==> config.mk <==
export PLATFORM = sky130hd
export DESIGN_NAME = cfg_lut3
export DESIGN_NICKNAME = d
export VERILOG_FILES = /design/src/rtl/cfg_lut3_pkg.sv /design/src/rtl/cfg_lut3_ctrl.sv /design/src/rtl/cfg_lut3_store.sv /design/src/rtl/cfg_lut3_mux.sv /design/src/rtl/cfg_lut3.sv
export SDC_FILE = /design/constraint.sdc
export NUM_CORES = 1
export LEC_CHECK = 0
export ABC_CLOCK_PERIOD_IN_PS = 1770
export BUFFER_PORTS_ARGS = -buffer_cell sky130_fd_sc_hd__buf_2
export CAP_MARGIN = 30
export CORE_AREA = 2 2 39 41
export DETAILED_ROUTE_END_ITERATION = 8
export DIE_AREA = 0 0 41 43
export PLACE_DENSITY = 0.75
export SLEW_MARGIN = 30
export SYNTH_ARGS = -nofsm -noshare
export SYNTH_HDL_FRONTEND = slang
export SYNTH_HIERARCHICAL = 1
export SYNTH_SLANG_ARGS = --single-unit
==> constraint.sdc <==
create_clock -name clk -period 1.77 [get_ports clk]
set_input_delay 0.177 -clock clk [delete_from_list [all_inputs] [get_ports clk]]
set_output_delay 0.177 -clock clk [all_outputs]
set_load 0.005 [all_outputs]
==> src/rtl/cfg_lut3_pkg.sv <==
package cfg_lut3_pkg;

    localparam int unsigned LUT_INPUTS = 3;

    typedef enum logic {
        MODE_ADDR   = 1'b0,
        MODE_SERIAL = 1'b1
    } cfg_mode_e;

    typedef enum logic [1:0] {
        ACT_HOLD  = 2'd0,
        ACT_SHIFT = 2'd1,
        ACT_WRITE = 2'd2
    } cfg_act_e;

endpackage

==> src/rtl/cfg_lut3_ctrl.sv <==
module cfg_lut3_ctrl
    import cfg_lut3_pkg::*;
(
    input  logic     cfg_mode,
    input  logic     shift_en,
    input  logic     wr_en,
    output cfg_act_e act
);

    always_comb begin
        act = ACT_HOLD;
        unique case (cfg_mode_e'(cfg_mode))
            MODE_SERIAL: if (shift_en) act = ACT_SHIFT;
            MODE_ADDR:   if (wr_en)    act = ACT_WRITE;
            default:     act = ACT_HOLD;
        endcase
    end

endmodule

==> src/rtl/cfg_lut3_store.sv <==
module cfg_lut3_store
    import cfg_lut3_pkg::*;
#(
    parameter int unsigned N_IN = LUT_INPUTS,
    localparam int unsigned DEPTH = 1 << N_IN
) (
    input  logic             clk,
    input  logic             rst,
    input  cfg_act_e         act,
    input  logic             ser_din,
    input  logic [N_IN-1:0]  wr_addr,
    input  logic             wr_data,
    output logic [DEPTH-1:0] wsel,
    output logic [DEPTH-1:0] cells_q
);

    logic [DEPTH-1:0] chain_in;
    logic [DEPTH-1:0] cells_d;

    assign chain_in = {cells_q[DEPTH-2:0], ser_din};

    for (genvar i = 0; i < DEPTH; i++) begin : g_cell
        assign wsel[i] = (act == ACT_WRITE) && (wr_addr == N_IN'(i));

        always_comb begin
            cells_d[i] = cells_q[i];
            unique case (act)
                ACT_SHIFT: cells_d[i] = chain_in[i];
                ACT_WRITE: if (wsel[i]) cells_d[i] = wr_data;
                default:   cells_d[i] = cells_q[i];
            endcase
        end
    end

    always_ff @(posedge clk) begin
        if (rst) begin
            cells_q <= '0;
        end else begin
            cells_q <= cells_d;
        end
    end

endmodule

==> src/rtl/cfg_lut3_mux.sv <==
module cfg_lut3_mux #(
    parameter int unsigned N_IN = 3,
    localparam int unsigned DEPTH = 1 << N_IN
) (
    input  logic [DEPTH-1:0] table_bits,
    input  logic [N_IN-1:0]  idx,
    output logic             y
);

    assign y = table_bits[idx];

endmodule

==> src/rtl/cfg_lut3.sv <==
module cfg_lut3
    import cfg_lut3_pkg::*;
#(
    parameter int unsigned N_IN = LUT_INPUTS,
    localparam int unsigned DEPTH = 1 << N_IN
) (
    input  logic            clk,
    input  logic            rst,
    input  logic            cfg_mode,
    input  logic            ser_din,
    input  logic            shift_en,
    input  logic [N_IN-1:0] wr_addr,
    input  logic            wr_data,
    input  logic            wr_en,
    input  logic [N_IN-1:0] sel,
    output logic            lut_out
);

    cfg_act_e         act;
    logic [DEPTH-1:0] wsel;
    logic [DEPTH-1:0] cells;

    cfg_lut3_ctrl u_ctrl (
        .cfg_mode (cfg_mode),
        .shift_en (shift_en),
        .wr_en    (wr_en),
        .act      (act)
    );

    cfg_lut3_store #(.N_IN(N_IN)) u_store (
        .clk     (clk),
        .rst     (rst),
        .act     (act),
        .ser_din (ser_din),
        .wr_addr (wr_addr),
        .wr_data (wr_data),
        .wsel    (wsel),
        .cells_q (cells)
    );

    cfg_lut3_mux #(.N_IN(N_IN)) u_mux (
        .table_bits (cells),
        .idx        (sel),
        .y          (lut_out)
    );

endmodule

Word level (Yosys, flattened, before mapping)
Cells that the tools add are included.

Flip-flop bits (word level): 8. Bits in latches: 0. Memory bits (writable): 0. ROM bits: 0. Bits of input ports: 13. Memories: 0.

Add/sub/neg operators: 0. $mul: 0. Divide/modulo/power cells: 0. Magnitude comparators: 1. Equality and inequality tests: 17. Shift-type cells: 0. Multiplexer cells: 21. Bitwise logic cells: 1. Reductions and logical operators: 18.

Operators by type and width (number): $ne 2x1->1 const B (8); $pmux 1 s2 (8); $reduce_and 2->1 (8); $eq 3x3->1 const B (4); $mux 1 (10); $logic_and 1x1->1 (8); $eq 3x2->1 const B (2); $lt 3x4->1 const B (1); $pmux 2 s2 (1); $bmux 1 s3 (1); $eq 3x1->1 const B (1); $logic_not 3->1 (1); $eq 2x1->1 const B (1); $eq 2x2->1 const B (1); $mux 2 (1); $reduce_bool 2->1 (1); $not 1->1 (1).

Logic depth before layout (Yosys ltp)
Depth in word-level cells: 6. Gate-level depth with buffers: 5. Mapped depth without buffers: 4.

Modules after synthesis
The synthesis kept the hierarchy.

Modules (own cells, without submodules): cfg_lut3_store (times used 1, cells each 63, area an instance 474.2 um^2); cfg_lut3_mux (times used 1, cells each 3, area an instance 63.8 um^2); cfg_lut3_ctrl (times used 1, cells each 2, area an instance 16.3 um^2).

Worst setup path before layout
Ideal clock, no wire load.

Path type: input -> register. From: in shift_en. To: reg u_store.cells_q[1]. Arrival: 1274 ps. Setup slack: 374 ps. Stages: 5. Buffers on the path: 1. Cell sequence: and2_2 -> or3b_1 -> buf_2 -> or3_1 -> o311a_1.

Cells in the longest elaborated chain, start to end: 6. Elaborated cells on any way between the ends: 9. Classes of those cells: eq/ne (3); mux (3); reduce/logical (3).

Ends and longest elaborated chain: start: declaration (line cfg_lut3.sv:11) `input logic shift_en,`; $mux 1 * (line cfg_lut3_ctrl.sv:13) `MODE_SERIAL: if (shift_en) act = ACT_SHIFT;`; $pmux 2 s2 * (line cfg_lut3_ctrl.sv:12) `unique case (cfg_mode_e'(cfg_mode))`; $eq 2x2->1 (line cfg_lut3_store.sv:23, cfg_lut3_store.sv:27); $logic_and 1x1->1 (line cfg_lut3_store.sv:23) `assign wsel[i] = (act == ACT_WRITE) && (wr_addr == N_IN'(i));`; $ne 2x1->1 (no line); $reduce_and 2->1 (no line); end signal: assignment (line cfg_lut3_store.sv:39) `cells_q <= cells_d;`; end: declaration (line cfg_lut3_store.sv:14) `output logic [DEPTH-1:0] cells_q`.

Every way passes the cells marked *; elsewhere a longest branch is shown, timed or not. A chain may end at the register's enable or synchronous reset.

Worst setup path in the final report
From: reg u_store.cells_q[0]. To: out lut_out.

Cells in the longest elaborated chain, start to end: 2.

Ends and longest elaborated chain: $bmux 1 s3 (line cfg_lut3_mux.sv:10) `assign y = table_bits[idx];`; $mux 1 (implied by the code) (line cfg_lut3_mux.sv:10); end: declaration (line cfg_lut3.sv:16) `output logic lut_out`.

No other way between the ends. The select of a mux whose other input is x is not followed.

==> flow_metrics.py <==
metrics = {
    "clock_tree": {
        "clkSinkCount": 8,
        "cts_tree": "done",
        "cts_root_buffer": "clkbuf_4",
        "cts_htree_levels": 1,
        "cts_made_buffers": 3,
        "cts_hold_buf": 0,
        "clk_pin_slew_ns": 0.06,
        "post_cts_buffers": 0,
        "clock_path_buffers": 2,
        "clk_latency_ns": 0.26,
        "cts_resized": 0,
    },
    "cells_and_area": {
        "final_common_cell": "buf_2",
        "final_cells": 92,
        "regMostFlops": "u_store/cells_q",
        "nNetsFinal": 91,
        "nFillCells": 148,
        "largest_reg_flops": 8,
        "drive_above_1_share_pct": 26.3,
        "final_cell_mix": "buf_2 (13), nor2_1 (9), dfxtp_1 (8)",
        "insertedDiodeCount": 0,
        "reg_top3": "u_store/cells_q (8)",
        "area_growth_pct": 17.5,
    },
    "routing": {
        "vias": 549,
        "dr.pass1.iters": 4,
        "met2WireLength_um": 624,
        "wl_met1_um": 566,
        "drt_wl_total_um": 1290,
        "met3WireLength_um": 72,
        "drtAntennaViolNets": 0,
        "wl_per_cell_um": 14.0,
        "top_layer": "met4",
        "routed_via_density": 5.97,
        "drc": 0,
        "drtIter0Drc": 11,
    },
    "timing": {
        "fin_worst_skew_ns": 0.00860,
        "whs_ns": 0.219,
        "max_slew_margin_pct": 81.4,
        "drv_slew": 0,
        "rsz0062_at_grt": "false",
        "finalSetupTns_ns": 0,
        "worstMarginPinSlew_ns": 0.277,
        "timing.fmax_ghz": 0.607,
        "hold_violations": 0,
        "timing.final.crit_share_pct": 93.1,
        "setup_viol": 0,
        "post-route-min-period_ns": 1.65,
    },
    "floorplanning": {
        "core_area_mm2": 0.00138,
        "io_pins": 14,
        "initial_core_util_pct": 38.8,
        "die_w_um": 41,
        "die_area_mm2": 0.00176,
        "rows": 14,
        "dieHeight_um": 43,
    },
    "power_and_ir_drop": {
        "clkPwrFrac_pct": 33.6,
        "p_leak_nw": 0.277,
        "irDropWorstVdd_uv": 363,
        "p_per_area_mw_per_mm2": 690,
        "switching_share_pct": 27.7,
        "p_seq_share_pct": 46.6,
        "comb_power_share_pct": 19.8,
        "p_int_w": 0.000315,
        "power_switching_w": 0.000120,
    },
    "worst_setup_path": {
        "reg2reg_depth": 2,
        "crit_path_end_kind": "primary output",
        "cpMaxStageDelayCell": "mux4_1",
        "critical_path.top_delay_family": "multiplexers",
        "worst-path-stages": 3,
        "path_class": "reg -> out",
        "worstPathRequired_ns": 1.59,
        "cpPeakStageDelay_ns": 0.50,
        "path_max_fanout": 3,
        "critical_path_buf_inv_count": 1,
        "cp.arrival_ns": 1.47,
        "cp_cell_sequence": "mux4_1 > mux2_2 > buf_2",
        "critPathLaunchType": "register",
    },
    "place": {
        "numPortBuffers": 13,
        "placed_cells": 89,
        "place.gp.congestion": 0.851,
        "dp_hpwl_um": 988,
    },
    "hold_path": {
        "hold_class": "in -> reg",
        "worstHoldPathCells": 2,
    },
    "global_route": {
        "grt_usage_pct": 18.2,
        "grt_pass1_wl_um": 2160,
        "grt_overflow": 0,
        "antenna_found_initial": 0,
        "grt_max_degree": 13,
        "grt_pass1_vias": 541,
    },
    "logic_synthesis": {
        "ys_warn_count": 6,
        "syn_nets": 77,
        "synth_area_per_cell_um2": 8.39,
        "synthesis.area_um2": 537,
        "synthCells": 64,
    },
    "run": {
        "maxCapViolations": 0,
    },
    "run_status": {
        "status": "finished, final reports clean",
    },
}
worst paths after layout:
| kind | slack, ns | startpoint | to |
|---|---|---|---|
| hold reg to reg | 0.53 | u_store/cells_q[1] | u_store/cells_q[1] |
| setup reg to reg | 0.98 | u_store/cells_q[3] | u_store/cells_q[3] |
| setup / recovery | 0.12 | u_store/cells_q[0] | lut_out |
| hold / removal | 0.22 | rst | u_store/cells_q[3] |
metal layers:
layer,vias to the layer above,GRT usage (%)
met1,254,22.1
li1,270,-
met2,23,29.7
met4,0,8.00
met5,-,0
met3,2,3.14
area by class of cell:
type                    instances  area [um2]  share of cell area (%)
clock buffers                   3        22.5                    3.57
inverters                       4        15.0                    2.38
multi-input cells              47         340                    54.0
flip-flops and latches          8         160                    25.4
well taps                      16        20.0                    3.17
repair buffers                 14        72.6                    11.5
per-stage QoR:
| stage | instance area [um2] | power, W | setup slack (ns) | utilization, % |
|---|---|---|---|---|
| final | 631 | 0.000435 | 0.122 | 45.6 |
| after floorplan | 537 | 0.000261 | 0.385 | - |
| after global routing | 631 | 0.000458 | 0.0578 | 45.6 |
| after global placement | 608 | 0.000289 | 0.297 | 43.9 |
| after CTS | 631 | 0.000439 | 0.101 | 45.6 |
| after detailed placement | 608 | 0.000292 | 0.264 | 43.9 |
power by group through the flow:
stage,Clock [W],Combinational (W),Sequential [W]
2_1_floorplan,0,0.0000586,0.000203
4_1_cts,0.000150,0.0000860,0.000203
5_1_grt,0.000158,0.0000962,0.000204
6_report,0.000146,0.0000860,0.000203
3_5_place_dp,0,0.0000852,0.000207
3_3_place_gp,0,0.0000824,0.000206
(Power assumes the default switching activity.)
